===== src/rtl/spi_port_pkg.sv =====
package spi_port_pkg;
  localparam int CHAR_W = 8;
  localparam int BUS_W  = 16;
  localparam int REG_W  = 8;
  localparam int BAUD_W = 7;
  localparam int ADDR_W = 3;
  localparam int LEN_W  = $clog2(CHAR_W);
  localparam int CNT_W  = $clog2(CHAR_W + 1);
  localparam int DIV_W  = BAUD_W + 1;
  localparam int MIN_DIV = 4;

  localparam logic [ADDR_W-1:0] OFS_CTRL = 3'd0;
  localparam logic [ADDR_W-1:0] OFS_LEN  = 3'd1;
  localparam logic [ADDR_W-1:0] OFS_BAUD = 3'd2;
  localparam logic [ADDR_W-1:0] OFS_STAT = 3'd3;
  localparam logic [ADDR_W-1:0] OFS_TX   = 3'd4;
  localparam logic [ADDR_W-1:0] OFS_RX   = 3'd5;

  typedef struct packed {
    logic irq_en;
    logic tx_en;
    logic cpha;
    logic cpol;
    logic master;
  } ctrl_t;

  localparam int CTRL_W = $bits(ctrl_t);
endpackage


===== src/rtl/spi_port_regs.sv =====
module spi_port_regs
  import spi_port_pkg::*;
(
  input  logic              clk,
  input  logic              rst_n,
  input  logic [ADDR_W-1:0] addr,
  input  logic              wr,
  input  logic [BUS_W-1:0]  wdata,
  input  logic              done,
  input  logic              busy,
  input  logic [CHAR_W-1:0] rxbuf,
  output ctrl_t             ctrl,
  output logic [LEN_W-1:0]  len_m1,
  output logic [BAUD_W-1:0] baud,
  output logic [CHAR_W-1:0] txbuf,
  output logic              tx_load,
  output logic              flag,
  output logic [BUS_W-1:0]  rdata
);
  ctrl_t             ctrl_n;
  logic [LEN_W-1:0]  len_n;
  logic [BAUD_W-1:0] baud_n;
  logic [CHAR_W-1:0] tx_n;
  logic              flag_n;
  logic [REG_W-1:0]  rd_byte;

  assign tx_load = wr && (addr == OFS_TX);

  always_comb begin
    ctrl_n = ctrl;
    len_n  = len_m1;
    baud_n = baud;
    tx_n   = txbuf;
    flag_n = flag;
    if (wr) begin
      case (addr)
        OFS_CTRL: ctrl_n = ctrl_t'(wdata[CTRL_W-1:0]);
        OFS_LEN:  len_n  = wdata[LEN_W-1:0];
        OFS_BAUD: baud_n = wdata[BAUD_W-1:0];
        OFS_STAT: if (wdata[0]) flag_n = 1'b0;
        OFS_TX:   tx_n   = wdata[CHAR_W-1:0];
        default:  ;
      endcase
    end
    if (done) flag_n = 1'b1;
  end

  always_ff @(posedge clk or negedge rst_n) begin
    if (!rst_n) begin
      ctrl   <= '0;
      len_m1 <= '0;
      baud   <= '0;
      txbuf  <= '0;
      flag   <= 1'b0;
    end else begin
      ctrl   <= ctrl_n;
      len_m1 <= len_n;
      baud   <= baud_n;
      txbuf  <= tx_n;
      flag   <= flag_n;
    end
  end

  always_comb begin
    case (addr)
      OFS_CTRL: rd_byte = REG_W'(ctrl);
      OFS_LEN:  rd_byte = REG_W'(len_m1);
      OFS_BAUD: rd_byte = REG_W'(baud);
      OFS_STAT: rd_byte = REG_W'({busy, flag});
      OFS_RX:   rd_byte = REG_W'(rxbuf);
      default:  rd_byte = '0;
    endcase
    rdata = {{(BUS_W-REG_W){1'b0}}, rd_byte};
  end
endmodule


===== src/rtl/spi_port_baud.sv =====
module spi_port_baud
  import spi_port_pkg::*;
(
  input  logic              clk,
  input  logic              rst_n,
  input  logic              run,
  input  logic [BAUD_W-1:0] baud,
  output logic              lead,
  output logic              trail
);
  logic [DIV_W-1:0] div, half, cnt_q, cnt_n;

  always_comb begin
    div   = (baud < BAUD_W'(MIN_DIV - 1)) ? DIV_W'(MIN_DIV) : DIV_W'(baud) + DIV_W'(1);
    half  = div >> 1;
    lead  = run && (cnt_q == half - DIV_W'(1));
    trail = run && (cnt_q == div - DIV_W'(1));
    if (!run || trail) cnt_n = '0;
    else               cnt_n = cnt_q + DIV_W'(1);
  end

  always_ff @(posedge clk or negedge rst_n) begin
    if (!rst_n) cnt_q <= '0;
    else        cnt_q <= cnt_n;
  end
endmodule


===== src/rtl/spi_port_shift.sv =====
module spi_port_shift
  import spi_port_pkg::*;
(
  input  logic              clk,
  input  logic              rst_n,
  input  logic              cpha,
  input  logic              is_master,
  input  logic              active,
  input  logic              lead,
  input  logic              trail,
  input  logic              din,
  input  logic [LEN_W-1:0]  len_m1,
  input  logic              tx_load,
  input  logic [CHAR_W-1:0] tx_wdata,
  input  logic [CHAR_W-1:0] txbuf,
  output logic              dout,
  output logic              done,
  output logic              mid,
  output logic [CHAR_W-1:0] rxbuf
);
  logic [CNT_W-1:0]  cnt_q, cnt_n, cnt_nx, len_c;
  logic [CHAR_W-1:0] tx_q, tx_n, rx_q, rx_n, rx_nx, rxb_n;
  logic              first_q, first_n, samp, shft;

  always_comb begin
    samp   = cpha ? trail : lead;
    shft   = cpha ? (lead && !first_q) : trail;
    cnt_nx = cnt_q + CNT_W'(samp);
    len_c  = CNT_W'(len_m1) + CNT_W'(1);
    done   = active && (is_master ? trail : samp) && (cnt_nx == len_c);
    rx_nx  = samp ? {rx_q[CHAR_W-2:0], din} : rx_q;
    cnt_n   = cnt_q;
    rx_n    = rx_q;
    tx_n    = tx_q;
    first_n = first_q;
    rxb_n   = rxbuf;
    if (!active || done) begin
      cnt_n   = '0;
      rx_n    = '0;
      first_n = 1'b1;
      tx_n    = tx_load ? tx_wdata : txbuf;
      if (done) rxb_n = rx_nx;
    end else begin
      cnt_n = cnt_nx;
      rx_n  = rx_nx;
      if (lead) first_n = 1'b0;
      if (shft) tx_n = {tx_q[CHAR_W-2:0], 1'b0};
    end
  end

  always_ff @(posedge clk or negedge rst_n) begin
    if (!rst_n) begin
      cnt_q   <= '0;
      rx_q    <= '0;
      tx_q    <= '0;
      first_q <= 1'b1;
      rxbuf   <= '0;
    end else begin
      cnt_q   <= cnt_n;
      rx_q    <= rx_n;
      tx_q    <= tx_n;
      first_q <= first_n;
      rxbuf   <= rxb_n;
    end
  end

  assign dout = tx_q[CHAR_W-1];
  assign mid  = (cnt_q != '0);
endmodule


===== src/rtl/spi_port.sv =====
module spi_port
  import spi_port_pkg::*;
(
  input  logic              clk,
  input  logic              rst_n,
  input  logic [ADDR_W-1:0] bus_addr,
  input  logic              bus_wr,
  input  logic [BUS_W-1:0]  bus_wdata,
  output logic [BUS_W-1:0]  bus_rdata,
  output logic              irq,
  input  logic              sclk_in,
  output logic              sclk_out,
  output logic              sclk_oe,
  input  logic              mosi_in,
  output logic              mosi_out,
  output logic              mosi_oe,
  input  logic              miso_in,
  output logic              miso_out,
  output logic              miso_oe,
  input  logic              ste_n_in,
  output logic              ste_n_out,
  output logic              ste_n_oe
);
  logic [1:0]        rst_sy;
  logic              rst_i;
  ctrl_t             ctrl;
  logic [LEN_W-1:0]  len_m1;
  logic [BAUD_W-1:0] baud;
  logic [CHAR_W-1:0] txbuf, rxbuf;
  logic              tx_load, flag, done, mid, dout;
  logic              busy_q, busy_n, sclk_q, sclk_n;
  logic              m_lead, m_trail, s_lead, s_trail;
  logic              ev_lead, ev_trail, active, din, ste_n_s;
  logic [2:0]        sclk_sy, ste_sy;

  always_ff @(posedge clk or negedge rst_n) begin
    if (!rst_n) rst_sy <= '0;
    else        rst_sy <= {rst_sy[0], 1'b1};
  end
  assign rst_i = rst_sy[1];

  spi_port_regs u_regs (
    .clk(clk), .rst_n(rst_i), .addr(bus_addr), .wr(bus_wr), .wdata(bus_wdata),
    .done(done), .busy(busy_q | mid), .rxbuf(rxbuf), .ctrl(ctrl), .len_m1(len_m1),
    .baud(baud), .txbuf(txbuf), .tx_load(tx_load), .flag(flag), .rdata(bus_rdata)
  );

  spi_port_baud u_baud (
    .clk(clk), .rst_n(rst_i), .run(busy_q), .baud(baud),
    .lead(m_lead), .trail(m_trail)
  );

  // Slave side: line clock and select pass through synchronisers; the select
  // path is one stage longer so the final trailing edge is seen while selected.
  always_ff @(posedge clk or negedge rst_i) begin
    if (!rst_i) begin
      sclk_sy <= '0;
      ste_sy  <= '1;
    end else begin
      sclk_sy <= {sclk_sy[1:0], sclk_in};
      ste_sy  <= {ste_sy[1:0], ste_n_in};
    end
  end

  always_comb begin
    ste_n_s  = ste_sy[2];
    s_lead   = (sclk_sy[2] == ctrl.cpol) && (sclk_sy[1] != ctrl.cpol);
    s_trail  = (sclk_sy[2] != ctrl.cpol) && (sclk_sy[1] == ctrl.cpol);
    ev_lead  = ctrl.master ? m_lead  : s_lead;
    ev_trail = ctrl.master ? m_trail : s_trail;
    active   = ctrl.master ? busy_q  : !ste_n_s;
    din      = ctrl.master ? miso_in : mosi_in;
  end

  spi_port_shift u_shift (
    .clk(clk), .rst_n(rst_i), .cpha(ctrl.cpha), .is_master(ctrl.master),
    .active(active), .lead(ev_lead), .trail(ev_trail), .din(din), .len_m1(len_m1),
    .tx_load(tx_load), .tx_wdata(bus_wdata[CHAR_W-1:0]), .txbuf(txbuf),
    .dout(dout), .done(done), .mid(mid), .rxbuf(rxbuf)
  );

  always_comb begin
    busy_n = busy_q;
    if (!ctrl.master)            busy_n = 1'b0;
    else if (done)               busy_n = 1'b0;
    else if (tx_load && !busy_q) busy_n = 1'b1;
    if (!ctrl.master || !busy_q)  sclk_n = ctrl.cpol;
    else if (m_lead || m_trail)   sclk_n = !sclk_q;
    else                          sclk_n = sclk_q;
  end

  always_ff @(posedge clk or negedge rst_i) begin
    if (!rst_i) begin
      busy_q <= 1'b0;
      sclk_q <= 1'b0;
    end else begin
      busy_q <= busy_n;
      sclk_q <= sclk_n;
    end
  end

  assign sclk_out  = sclk_q;
  assign sclk_oe   = ctrl.master;
  assign ste_n_out = !busy_q;
  assign ste_n_oe  = ctrl.master;
  assign mosi_out  = dout;
  assign mosi_oe   = ctrl.master && ctrl.tx_en;
  assign miso_out  = dout;
  assign miso_oe   = !ctrl.master && ctrl.tx_en && !ste_n_s;
  assign irq       = flag && ctrl.irq_en;
endmodule


===== config.mk =====
export PLATFORM = sky130hd
export DESIGN_NAME = spi_port
export DESIGN_NICKNAME = d
export VERILOG_FILES = /design/src/rtl/spi_port_pkg.sv /design/src/rtl/spi_port_regs.sv /design/src/rtl/spi_port_baud.sv /design/src/rtl/spi_port_shift.sv /design/src/rtl/spi_port.sv
export SDC_FILE = /design/constraint.sdc
export NUM_CORES = 1
export LEC_CHECK = 0
export BUFFER_PORTS_ARGS = -buffer_cell sky130_fd_sc_hd__buf_2
export CORE_MARGIN = 1.5
export CORE_UTILIZATION = 53
export DETAILED_ROUTE_END_ITERATION = 10
export PLACE_DENSITY = 0.76
export SLEW_MARGIN = 20
export SYNTH_ARGS = -nofsm -noshare
export SYNTH_HDL_FRONTEND = slang
export SYNTH_HIERARCHICAL = 1
export SYNTH_SLANG_ARGS = --single-unit
export TNS_END_PERCENT = 5

===== constraint.sdc =====
create_clock -name clk -period 2.1 [get_ports clk]
set_input_delay 0.21 -clock clk [delete_from_list [all_inputs] [get_ports clk]]
set_output_delay 0.21 -clock clk [all_outputs]
set_load 0.01 [all_outputs]

==> run summary, run 1 <==
Status
- outcome: complete, but fails checks
- failing checks: setup timing

Pwr
- worst vdd ir: 0.649 mV
- power density over the cells: 906 nW/um2
- reported leakage power: 0.00253 uW
- total power draw: 5050 uW

Placement
- Setup WS pre-CTS: -2080 ps
- Detailed Place HPWL: 7430 um
- quantity of I/O buffers inserted on ports: 34
- final weighted congestion in routability-driven placement: 0.845
- cell count after placement: 568

Logic synthesis
- cell types occupying the most area after synthesis: sky130_fd_sc_hd__dfrtp_1, sky130_fd_sc_hd__mux2_2, sky130_fd_sc_hd__mux2i_1, sky130_fd_sc_hd__xnor2_1, sky130_fd_sc_hd__xor2_1
- distinct cell type count after synthesis: 77
- count of yosys warnings during synthesis: 6
- number of synthesized flops with an enable pin: 0
- Cells after Synth: 374
- cell type with the largest total area after synthesis: sky130_fd_sc_hd__dfrtp_1
- mean instance size in the synthesized netlist: 11.6 um2
- number of storage elements in the synthesis netlist: 71
- async set-or-reset flop fraction in the synthesized netlist: 1.00
- area fraction of the dominant cell type after synthesis: 0.386
- total standard cell area after synthesis: 4350 um2
- main flop type after synthesis: sky130_fd_sc_hd__dfrtp_1
- sequential area share after synthesis: 0.410

Die
- Core ar.: 7850 um2
- die boundary width: 93.6 um
- num ports: 51
- initial cell density of the core: 0.554
- area of the die: 8760 um2
- height of the chip: 93.6 um
- Site Rows: 32

STA
- final critical-path share of the clock period: 2.00
- final count of pins violating max slew: 0
- setup repair after global routing missed its margin: true
- minimum setup slack in the final design: -2110 ps
- Hold Fails Final Rpt: 0
- final setup fails: 41
- Final Skew: 13.5 ps
- achievable clock frequency: 238 MHz
- time the final worst path needs with I/O delays and setup: 4210 ps

Routing
- final routed wire length divided by cell count: 17.7 um
- via count: 3339
- remaining number of nets flagged by the antenna check after routing: 0
- via density per instance: 5.61
- Iter 0 DRT Violations: 123
- number of remaining DRC errors: 0
- total detailed-routing wirelength: 10500 um
- DR pass1 iterations: 5

Global route
- number of antenna violations at the first check in global routing: 0
- overall routing resource usage: 0.251
- number of global-route vias before repair: 3512
- global-route wire length before repair: 16800 um
- remaining global-route overflow: 0
- largest net degree at the start of global routing: 38

Final layout
- number of nets in the layout: 521
- ratio of cells with drive above 1 in the final layout: 0.483
- number of antenna cells inserted: 0
- Filler Cells Inserted: 562
- Layout Area Growth over Synthesis: 28.3%
- post-route non-filler standard cell count: 595

Setup path
- logic depth of the worst path, buffers included: 22
- Worst R2R Path Depth: 22
- cell type of the slowest stage on the worst timing path: sky130_fd_sc_hd__dfrtp_1
- peak fanout along the critical path: 10
- terminus of the critical flop-to-flop path: u_shift/tx_q[2]
- startpoint of the worst register-to-register path: u_regs/baud[1]
- Cell Chain, Critical Path: ha_4, xor2_1, a31oi_2, ha_2, inv_2, or3_4, buf_4, o2111a_1, o21bai_2, a2111oi_4, nand2b_1, o31a_1, mux2i_4, inv_4, ha_4, ha_4, xnor2_4, xnor2_2, o2111ai_4, o21ai_4, buf_12, mux2i_2
- Buf+Inv Stages, Crit Path: 4
- cell type with the highest occurrence count on the critical path: sky130_fd_sc_hd__ha_4
- top cell family by delay on the critical path: compound AO/OA/AOI/OAI gates
- kind of capture point of the worst setup path: flip-flop
- flop2flop setup slack: -2110 ps
- critical setup path kind: reg2reg
- maximum single-stage delay on the critical path: 420 ps
- element type at the critical path start: flip-flop
- arrival time at the worst endpoint: 4470 ps
- WP data required: 2360 ps

Worst hold path
- Hold WC Path Type: in2reg
- endpoint of the worst hold-timing path: u_regs/txbuf[7]
- Min-Delay Path Depth: 2
- launch point of the worst hold path: bus_wdata[7]

CTS
- clock-pin slew on the worst setup and hold paths: 90 ps
- clock tree from TritonCTS: built
- buffer type at the clock tree root: sky130_fd_sc_hd__clkbuf_8
- insertion delay to the later sink of the worst-skew pair: 350 ps
- cts bufs inserted: 9
- CTS Buffer Depth: 2
- Max H-tree Level: 3
- # clock sinks: 71

Job
- number of max-capacitance violations reported: 0

## final cells by class
type | count | area (um2) | area share
clock buffer | 9 | 124 | 0.0222
clock inverter | 7 | 77.6 | 0.0139
inverter | 10 | 40.0 | 0.00717
multi-input combinational | 275 | 2570 | 0.460
sequential | 71 | 1780 | 0.320
tap | 102 | 128 | 0.0229
timing repair buffer | 121 | 858 | 0.154
## layout by cell type, fill, tap and decap left out, types with 5 or more instances in the layout
cell type                  instances
sky130_fd_sc_hd__o21ai_0           9
sky130_fd_sc_hd__nand4_1           5
sky130_fd_sc_hd__buf_2            34
sky130_fd_sc_hd__xnor2_1          18
sky130_fd_sc_hd__conb_1            9
sky130_fd_sc_hd__clkbuf_8          9
sky130_fd_sc_hd__xor2_1           12
sky130_fd_sc_hd__mux2i_1          32
sky130_fd_sc_hd__buf_4            79
sky130_fd_sc_hd__and3_4            5
sky130_fd_sc_hd__and3_1            6
sky130_fd_sc_hd__mux2_2           31
sky130_fd_sc_hd__o21ai_1           9
sky130_fd_sc_hd__o21ai_2           5
sky130_fd_sc_hd__nor2_4            8
sky130_fd_sc_hd__nand2_1           9
sky130_fd_sc_hd__nand3_1           9
sky130_fd_sc_hd__dfrtp_1          65
sky130_fd_sc_hd__inv_1             8
sky130_fd_sc_hd__nor2_1            8
## stage by stage
step | area [um2] | util | hold WS (ps) | setup TNS (ps)
6_report | 5580 | 0.711 | 115 | -66870
5_1_grt | 5580 | 0.711 | 102 | -74310
4_1_cts | 5500 | 0.701 | 106 | -66700
3_5_place_dp | 5170 | 0.659 | -4.07 | -65690
3_3_place_gp | 5170 | 0.659 | -4.81 | -61950
2_1_floorplan | 4490 | - | -85.6 | -74800
## worst register-to-register path: stages (launching register included)
cell,delay [ps]
sky130_fd_sc_hd__dfrtp_1,420
sky130_fd_sc_hd__ha_4,180
sky130_fd_sc_hd__xor2_1,140
sky130_fd_sc_hd__a31oi_2,180
sky130_fd_sc_hd__ha_2,230
sky130_fd_sc_hd__inv_2,60
sky130_fd_sc_hd__or3_4,390
sky130_fd_sc_hd__buf_4,140
sky130_fd_sc_hd__o2111a_1,120
sky130_fd_sc_hd__o21bai_2,190
sky130_fd_sc_hd__a2111oi_4,110
sky130_fd_sc_hd__nand2b_1,160
sky130_fd_sc_hd__o31a_1,140
sky130_fd_sc_hd__mux2i_4,190
sky130_fd_sc_hd__inv_4,60
sky130_fd_sc_hd__ha_4,170
sky130_fd_sc_hd__ha_4,170
sky130_fd_sc_hd__xnor2_4,170
sky130_fd_sc_hd__xnor2_2,150
sky130_fd_sc_hd__o2111ai_4,170
sky130_fd_sc_hd__o21ai_4,210
sky130_fd_sc_hd__buf_12,170
sky130_fd_sc_hd__mux2i_2,220
## timing repair
item / in CTS / in global routing
hold buffers: 3 / 0
setup buffers: 7 / 1
setup endpoints to repair: 41 / 41
endpoints found under the hold margin: 4 / 0
resized for setup: 13 / 16
pin swaps: 12 / 9
cloned: 0 / 0
## registers in the layout, indices dropped and copies added (netlist names), 4 cells and up
signal and cells:
u_regs/baud 7, u_shift/rx_q 8, u_shift/cnt_q 4, u_shift/rxbuf 8, u_regs/txbuf 8, u_baud/cnt_q 8
u_regs/ctrl 5, u_shift/tx_q 8
## how the worst max path moves through the flow
stage / from / to / slack, ps
after detailed placement: u_regs/baud[1] / u_shift/tx_q[2] / -2080
after CTS: u_regs/baud[1] / u_shift/tx_q[2] / -2090
after floorplan: u_regs/baud[0] / u_shift/cnt_q[1] / -2330
final: u_regs/baud[1] / u_shift/tx_q[2] / -2110
after global routing: u_regs/baud[1] / u_shift/tx_q[2] / -2310
after global placement: u_regs/baud[0] / u_shift/rx_q[4] / -1960
## kinds of logic (layout without fill, tap and decap cells)
| kind of cell | count (synthesis) | after routing | share of synthesized area |
|---|---|---|---|
| muxes | 65 | 65 | 0.161 |
| other | 2 | 9 | 0.00173 |
| buffers and inverters | 35 | 147 | 0.0549 |
| xor gates and xnor gates | 37 | 37 | 0.0826 |
| adders and majority gates | 7 | 7 | 0.0201 |
| AOI/OAI and AO/OA | 68 | 68 | 0.124 |
| DFF | 71 | 71 | 0.410 |
| and+or+nand+nor | 89 | 89 | 0.146 |
## per-layer routing
layer,vias up,global-route usage,share of wire
met5,-,0,0
met4,0,0.102,0.022
met3,21,0.0366,0.042
met2,109,0.441,0.52
met1,1637,0.307,0.41
li1,1572,-,-
## where the power goes
part           internal (uW)  switching, uW
registers               1580            169
logic                   1100           1090
clock network            561            550
total                   3250           1810
## Yosys cell counts (4+ instances only)
library cell,count
sky130_fd_sc_hd__a22o_1,4
sky130_fd_sc_hd__nor2_4,8
sky130_fd_sc_hd__xor2_1,13
sky130_fd_sc_hd__buf_4,14
sky130_fd_sc_hd__dfrtp_1,67
sky130_fd_sc_hd__dfstp_2,4
sky130_fd_sc_hd__inv_1,9
sky130_fd_sc_hd__xnor2_1,21
sky130_fd_sc_hd__mux2_2,31
sky130_fd_sc_hd__nand3_1,9
sky130_fd_sc_hd__mux2i_1,33
sky130_fd_sc_hd__o21ai_1,9
sky130_fd_sc_hd__and3_1,8
sky130_fd_sc_hd__a211oi_1,7
sky130_fd_sc_hd__o21ai_0,14
sky130_fd_sc_hd__nand4_1,5
sky130_fd_sc_hd__ha_1,7
sky130_fd_sc_hd__nor2_1,8
sky130_fd_sc_hd__nand2_1,9
sky130_fd_sc_hd__nor3b_1,5
No activity file was read; power rests on OpenSTA's default activity.
==> run 2: changes to the inputs <==
--- a/config.mk
+++ b/config.mk
@@ -10,6 +10,7 @@
 export CORE_UTILIZATION = 53
 export DETAILED_ROUTE_END_ITERATION = 10
 export PLACE_DENSITY = 0.76
+export RECOVER_POWER = 50
 export SLEW_MARGIN = 20
 export SYNTH_ARGS = -nofsm -noshare
 export SYNTH_HDL_FRONTEND = slang
==> run 2 against run 1 <==
The run still ends with setup timing left. Cell count unchanged. Register-to-register slack about the same. Core utilization down 0.080 points. Hold slack worse by 1.2 ps. Sequential share of layout area about the same. Setup slack better by 1.3 ps. Die area unchanged.
==> run summary, run 2 (synthesized netlist as in run 1, its figures left out) <==
Pwr
- power density over the cells: 907 nW/um2, was 906 nW/um2
- reported leakage power: 0.00253 uW, about the same
- worst vdd ir: 0.647 mV, was 0.649 mV

Setup path
- arrival time at the worst endpoint: 4460 ps, was 4470 ps
- critical setup path kind: reg2reg, unchanged
- cell type with the highest occurrence count on the critical path: sky130_fd_sc_hd__ha_4, unchanged
- top cell family by delay on the critical path: compound AO/OA/AOI/OAI gates, unchanged
- logic depth of the worst path, buffers included: 22, unchanged
- peak fanout along the critical path: 10, unchanged
- flop2flop setup slack: -2110 ps, about the same
- Worst R2R Path Depth: 22, unchanged
- element type at the critical path start: flip-flop, unchanged
- maximum single-stage delay on the critical path: 420 ps, about the same
- Cell Chain, Critical Path: ha_4, xor2_1, a31oi_2, ha_2, inv_2, or3_4, buf_4, o2111a_1, o21bai_2, a2111oi_4, nand2b_1, o31a_1, mux2i_4, inv_4, ha_4, ha_4, xnor2_4, xnor2_2, o2111ai_4, o21ai_4, buf_12, mux2i_2, unchanged
- terminus of the critical flop-to-flop path: u_shift/tx_q[2], unchanged
- launching element of the worst setup path: u_regs/baud[1], unchanged
- WP data required: 2360 ps, about the same
- CP Capture Point: u_shift/tx_q[2], unchanged
- cell type of the slowest stage on the worst timing path: sky130_fd_sc_hd__dfrtp_1, unchanged
- Buf+Inv Stages, Crit Path: 4, unchanged
- kind of capture point of the worst setup path: flip-flop, unchanged
- startpoint of the worst register-to-register path: u_regs/baud[1], unchanged

CTS
- Max H-tree Level: 3, unchanged
- # clock sinks: 71, unchanged
- clock-pin slew on the worst setup and hold paths: 90 ps, about the same
- insertion delay to the later sink of the worst-skew pair: 350 ps, about the same
- clock tree from TritonCTS: built, unchanged
- buffer type at the clock tree root: sky130_fd_sc_hd__clkbuf_8, unchanged
- CTS Buffer Depth: 2, unchanged
- cts bufs inserted: 9, unchanged

Die
- num ports: 51, unchanged
- Site Rows: 32, unchanged
- initial cell density of the core: 0.554, unchanged
- height of the chip: 93.6 um, unchanged
- die boundary width: 93.6 um, unchanged
- area of the die: 8760 um2, unchanged
- Core ar.: 7850 um2, unchanged

STA
- final setup fails: 41, unchanged
- time the final worst path needs with I/O delays and setup: 4210 ps, about the same
- setup repair after global routing missed its margin: true, unchanged
- hold slack final: 114 ps, was 115 ps
- actual slew at the worst max-slew pin: 912 ps
- Final Skew: 13.7 ps, was 13.5 ps
- final critical-path share of the clock period: 2.00, about the same
- final count of pins violating max slew: 0, unchanged
- minimum setup slack in the final design: -2110 ps, about the same
- Total Negative Setup Slacks: -66850 ps, was -66870 ps
- worst slew margin relative to its limit: 0.392
- achievable clock frequency: 238 MHz, about the same
- Hold Fails Final Rpt: 0, unchanged

Status
- outcome: complete, but fails checks, unchanged
- failing checks: setup timing, unchanged

Global route
- largest net degree at the start of global routing: 38, unchanged
- overall routing resource usage: 0.251, unchanged
- global-route wire length before repair: 16800 um, unchanged
- number of antenna violations at the first check in global routing: 0, unchanged
- remaining global-route overflow: 0, unchanged
- number of global-route vias before repair: 3512, unchanged

Routing
- number of remaining DRC errors: 0, unchanged
- Iter 0 DRT Violations: 123, unchanged
- final routed wire length divided by cell count: 17.7 um, about the same
- via count: 3355, was 3339
- total detailed-routing wirelength: 10500 um, about the same
- via density per instance: 5.64, was 5.61
- DR pass1 iterations: 5, unchanged
- remaining number of nets flagged by the antenna check after routing: 0, unchanged

Final layout
- most common cell after layout, fill and taps aside: sky130_fd_sc_hd__buf_4, unchanged
- number of nets in the layout: 521, unchanged
- ratio of cells with drive above 1 in the final layout: 0.481, was 0.483
- most used cells in the layout excluding fill and tap cells: sky130_fd_sc_hd__buf_4, sky130_fd_sc_hd__dfrtp_1, sky130_fd_sc_hd__buf_2, sky130_fd_sc_hd__mux2i_1, sky130_fd_sc_hd__mux2_2, unchanged
- Layout Area Growth over Synthesis: 28.2%, was 28.3%
- number of antenna cells inserted: 0, unchanged

Worst hold path
- Hold WC Path Type: in2reg, unchanged

Placement
- quantity of I/O buffers inserted on ports: 34, unchanged
- Detailed Place HPWL: 7430 um, unchanged
- final weighted congestion in routability-driven placement: 0.845, unchanged
- Setup WS pre-CTS: -2080 ps, unchanged

Job
- number of max-capacitance violations reported: 0, unchanged

-- run 2: changes by cell type in the layout (fill, tap and decap cells not counted), sizes merged --
cell	change
clkbuf	+3
buf	-3
-- run 2: metrics by stage --
step / area (um2) / std cells / total power, uW / utilization
detailed placement: 5170 / 568 / 3770 / 0.659
floorplan: 4490 / 381 / 3100 / -
finish: 5570 / 595 / 5050 / 0.710
CTS: 5500 / 594 / 4990 / 0.701
global placement: 5170 / 568 / 3700 / 0.659
global route: 5570 / 595 / 5300 / 0.710
-- run 2: timing repair --
item,CTS,global route
setup buffers,7,1
hold buffers,3,0
gates resized for setup,13,16
hold endpoints to repair,4,0
pin swaps,12,9
setup endpoints to repair,41,41
-- run 2: power breakdown --
part,internal (uW),switching (uW)
Combinational,1100,1090
Sequential,1580,167
Clock,561,552
-- run 2: final cells by class --
cell class	instances	area [um2]
fillers	564	2270
clock inverters	7	77.6
multi-input cells	275	2570
well taps	102	128
clock buffers	9	124
repair buffers	121	852
flip-flops and latches	71	1780
inverters	10	40.0
-- run 2: worst min path at each step --
stage                     depth (start not counted)  slack (ps)              end          from
after floorplan                                   0         -90        rst_sy[0]         rst_n
after global placement                            1          -5        rst_sy[0]         rst_n
after detailed placement                          1          -4        rst_sy[0]         rst_n
after CTS                                         2         110  u_regs/txbuf[7]  bus_wdata[7]
after global routing                              2         100  u_regs/txbuf[7]  bus_wdata[7]
final                                             2         110  u_regs/txbuf[7]  bus_wdata[7]
-- run 2: metal layers --
| metal | routed length, um | part of all wire | track usage |
|---|---|---|---|
| met2 | 5510 | 0.52 | 0.441 |
| met3 | 461 | 0.044 | 0.0366 |
| met4 | 233 | 0.022 | 0.102 |
| met1 | 4290 | 0.41 | 0.307 |
| met5 | 0 | 0 | 0 |
==> run 3: changes to the inputs <==
--- a/config.mk
+++ b/config.mk
@@ -7,9 +7,9 @@
 export LEC_CHECK = 0
 export BUFFER_PORTS_ARGS = -buffer_cell sky130_fd_sc_hd__buf_2
 export CORE_MARGIN = 1.5
-export CORE_UTILIZATION = 53
+export CORE_UTILIZATION = 51
 export DETAILED_ROUTE_END_ITERATION = 10
-export PLACE_DENSITY = 0.76
+export PLACE_DENSITY = 0.74
 export RECOVER_POWER = 50
 export SLEW_MARGIN = 20
 export SYNTH_ARGS = -nofsm -noshare
==> run 3 against run 2 <==
The flow still finishes with violations (setup timing). Setup slack improved by 7.4 ps. Core utilization decreased by 4.0 points. Critical path depth decreased by 1. Cell count increased by 0.50%. Register-to-register slack about the same. Routed wire length decreased by 5.0%. Global-route usage decreased by 0.73 points. Die area increased by 3.8%. Sequential power about the same. Critical path type unchanged. Critical endpoint is now u_shift/tx_q[1].
==> run summary, run 3 (synthesized netlist as in run 1, its figures left out) <==
Setup path
- maximum single-stage delay on the critical path: 410 ps, was 420 ps
- kind of capture point of the worst setup path: flip-flop, unchanged
- logic depth of the worst path, buffers included: 21, was 22
- startpoint of the worst register-to-register path: u_regs/baud[1], unchanged
- cell type with the highest occurrence count on the critical path: sky130_fd_sc_hd__ha_4, unchanged
- element type at the critical path start: flip-flop, unchanged
- Cell Chain, Critical Path: ha_4, inv_1, a31o_2, ha_1, xnor2_1, xnor2_1, nand3_1, nor4_4, and3_1, nand2b_1, o31a_1, mux2i_4, inv_4, ha_4, ha_4, xnor2_4, xnor2_2, o2111ai_4, o21ai_4, buf_6, mux2i_1, was ha_4, xor2_1, a31oi_2, ha_2, inv_2, or3_4, buf_4, o2111a_1, o21bai_2, a2111oi_4, nand2b_1, o31a_1, mux2i_4, inv_4, ha_4, ha_4, xnor2_4, xnor2_2, o2111ai_4, o21ai_4, buf_12, mux2i_2
- peak fanout along the critical path: 8, was 10
- top cell family by delay on the critical path: simple AND/OR/NAND/NOR gates, was compound AO/OA/AOI/OAI gates
- WP data required: 2360 ps, about the same
- arrival time at the worst endpoint: 4460 ps, about the same
- cell type of the slowest stage on the worst timing path: sky130_fd_sc_hd__dfrtp_1, unchanged
- Worst R2R Path Depth: 21, was 22
- launching element of the worst setup path: u_regs/baud[1], unchanged
- Buf+Inv Stages, Crit Path: 3, was 4
- flop2flop setup slack: -2100 ps, was -2110 ps
- critical setup path kind: reg2reg, unchanged
- terminus of the critical flop-to-flop path: u_shift/tx_q[1], was u_shift/tx_q[2]
- CP Capture Point: u_shift/tx_q[1], was u_shift/tx_q[2]

Final layout
- Filler Cells Inserted: 638, was 564
- most common cell after layout, fill and taps aside: sky130_fd_sc_hd__buf_4, unchanged
- area taken by flip-flops and latches: 1780 um2, about the same
- post-layout utilization of the core: 0.671, was 0.710
- area used by multi-input combinational logic: 2530 um2, was 2570 um2
- most used cells in the layout excluding fill and tap cells: sky130_fd_sc_hd__buf_4, sky130_fd_sc_hd__dfrtp_1, sky130_fd_sc_hd__mux2i_1, sky130_fd_sc_hd__buf_2, sky130_fd_sc_hd__mux2_2, was sky130_fd_sc_hd__buf_4, sky130_fd_sc_hd__dfrtp_1, sky130_fd_sc_hd__buf_2, sky130_fd_sc_hd__mux2i_1, sky130_fd_sc_hd__mux2_2
- post-route non-filler standard cell count: 598, was 595
- Layout Area Growth over Synthesis: 27.4%, was 28.2%
- number of antenna cells inserted: 0, unchanged
- final cell area excluding filler cells: 5540 um2, was 5570 um2
- number of nets in the layout: 521, unchanged
- ratio of cells with drive above 1 in the final layout: 0.456, was 0.481

CTS
- Max H-tree Level: 3, unchanged
- clock tree from TritonCTS: built, unchanged
- # clock sinks: 71, unchanged
- buffer type at the clock tree root: sky130_fd_sc_hd__clkbuf_8, unchanged
- clock-pin slew on the worst setup and hold paths: 80 ps, was 90 ps
- insertion delay to the later sink of the worst-skew pair: 350 ps, about the same
- cts bufs inserted: 9, unchanged
- CTS Buffer Depth: 2, unchanged

STA
- Total Negative Setup Slacks: -66730 ps, was -66850 ps
- final critical-path share of the clock period: 2.00, about the same
- final setup fails: 41, unchanged
- final count of pins violating max slew: 0, unchanged
- setup repair after global routing missed its margin: true, unchanged
- time the final worst path needs with I/O delays and setup: 4200 ps, was 4210 ps
- actual slew at the worst max-slew pin: 851 ps, was 912 ps
- achievable clock frequency: 238 MHz, about the same
- Hold Fails Final Rpt: 0, unchanged
- minimum setup slack in the final design: -2100 ps, was -2110 ps
- worst slew margin relative to its limit: 0.428, was 0.392
- Final Skew: 10.9 ps, was 13.7 ps

Pwr
- Net Sw Frac: 0.352, was 0.358
- power density over the cells: 910 nW/um2, was 907 nW/um2
- worst vdd ir: 0.573 mV, was 0.647 mV
- portion of total power attributed to sequential cells: 0.346, about the same
- clock group share of total power: 0.226, was 0.220
- reported leakage power: 0.00252 uW, was 0.00253 uW
- Combinational Power Share: 0.428, was 0.434
- Cell Int Power: 3270 uW, was 3240 uW
- switching power total: 1770 uW, was 1810 uW

Placement
- Detailed Place HPWL: 7220 um, was 7430 um
- cell area reported after detailed placement: 5190 um2, was 5170 um2
- final weighted congestion in routability-driven placement: 0.907, was 0.845
- cell count after placement: 574, was 568
- quantity of I/O buffers inserted on ports: 34, unchanged

Global route
- global-route wire length before repair: 16400 um, was 16800 um
- largest net degree at the start of global routing: 52, was 38
- number of global-route vias before repair: 3374, was 3512
- overall routing resource usage: 0.243, was 0.251
- number of antenna violations at the first check in global routing: 0, unchanged
- remaining global-route overflow: 0, unchanged

Routing
- final routed wire length divided by cell count: 16.7 um, was 17.7 um
- via density per instance: 5.52, was 5.64
- Iter 0 DRT Violations: 140, was 123
- DR pass1 iterations: 4, was 5
- total detailed-routing wirelength: 9980 um, was 10500 um
- number of remaining DRC errors: 0, unchanged
- remaining number of nets flagged by the antenna check after routing: 0, unchanged
- via count: 3301, was 3355

Worst hold path
- Hold WC Path Type: in2reg, unchanged

Die
- die boundary width: 95.3 um, was 93.6 um
- height of the chip: 95.3 um, was 93.6 um
- num ports: 51, unchanged
- Core ar.: 8260 um2, was 7850 um2
- area of the die: 9090 um2, was 8760 um2
- Site Rows: 33, was 32
- initial cell density of the core: 0.527, was 0.554

Job
- number of max-capacitance violations reported: 0, unchanged

Status
- outcome: complete, but fails checks, unchanged
- failing checks: setup timing, unchanged

run 3: cell count changes in the layout (fill, tap and decap cells not counted), moves of 2 or more:
cell / previous run / this run
sky130_fd_sc_hd__a211oi_1: 3 / 5
sky130_fd_sc_hd__a211oi_2: 4 / 2
sky130_fd_sc_hd__and3_1: 6 / 8
sky130_fd_sc_hd__and3_4: 5 / 3
sky130_fd_sc_hd__buf_4: 77 / 79
sky130_fd_sc_hd__clkbuf_2: 2 / 0
sky130_fd_sc_hd__inv_6: 3 / 1
sky130_fd_sc_hd__o21ai_0: 9 / 12
sky130_fd_sc_hd__o21ai_2: 5 / 2
run 3: layout make-up:
cell class / count / area share
multi-input combinational: 275 / 0.456
sequential: 71 / 0.322
timing repair buffer: 121 / 0.154
clock buffer: 10 / 0.0248
tap: 105 / 0.0237
clock inverter: 6 / 0.0124
inverter: 10 / 0.00723
run 3: power by group through the flow:
stage	registers, uW	clock network (uW)	logic, uW
after floorplan	1770	0	1330
after global placement	1750	0	1960
after detailed placement	1770	0	2010
after CTS	1740	1170	2080
after global routing	1780	1210	2330
final	1750	1140	2160
run 3: per-stage QoR:
stage               hold slack, ps  power [uW]  setup slack (ps)
floorplan                    -85.6        3100             -2330
global placement             -5.11        3720             -1990
detailed placement           -1.96        3770             -2180
CTS                            104        4990             -2140
global route                   111        5320             -2330
finish                         118        5040             -2100
run 3: what timing repair did:
item                                    in CTS  in global routing
hold buffers                                 3                  0
hold endpoints to repair                     4                  0
pin swaps                                   14                  4
endpoints found under the setup margin      41                 41
buffers inserted                             2                  3
gates resized for setup                      8                 11
run 3: worst min path at each step:
stage,startpoint,to,slack (ps),cells past startpoint
after floorplan,rst_n,rst_sy[0],-90,0
after global placement,rst_n,rst_sy[0],-5,1
after detailed placement,rst_n,rst_sy[0],-2,1
after CTS,bus_wdata[7],u_regs/txbuf[7],100,2
after global routing,bus_wdata[7],u_regs/txbuf[7],110,2
final,bus_wdata[7],u_regs/txbuf[7],120,2
run 3: routing by layer:
metal / wire (um) / GRT usage
met5: 0 / 0
met4: 199 / 0.0995
met3: 488 / 0.0478
met2: 5080 / 0.419
met1: 4210 / 0.296
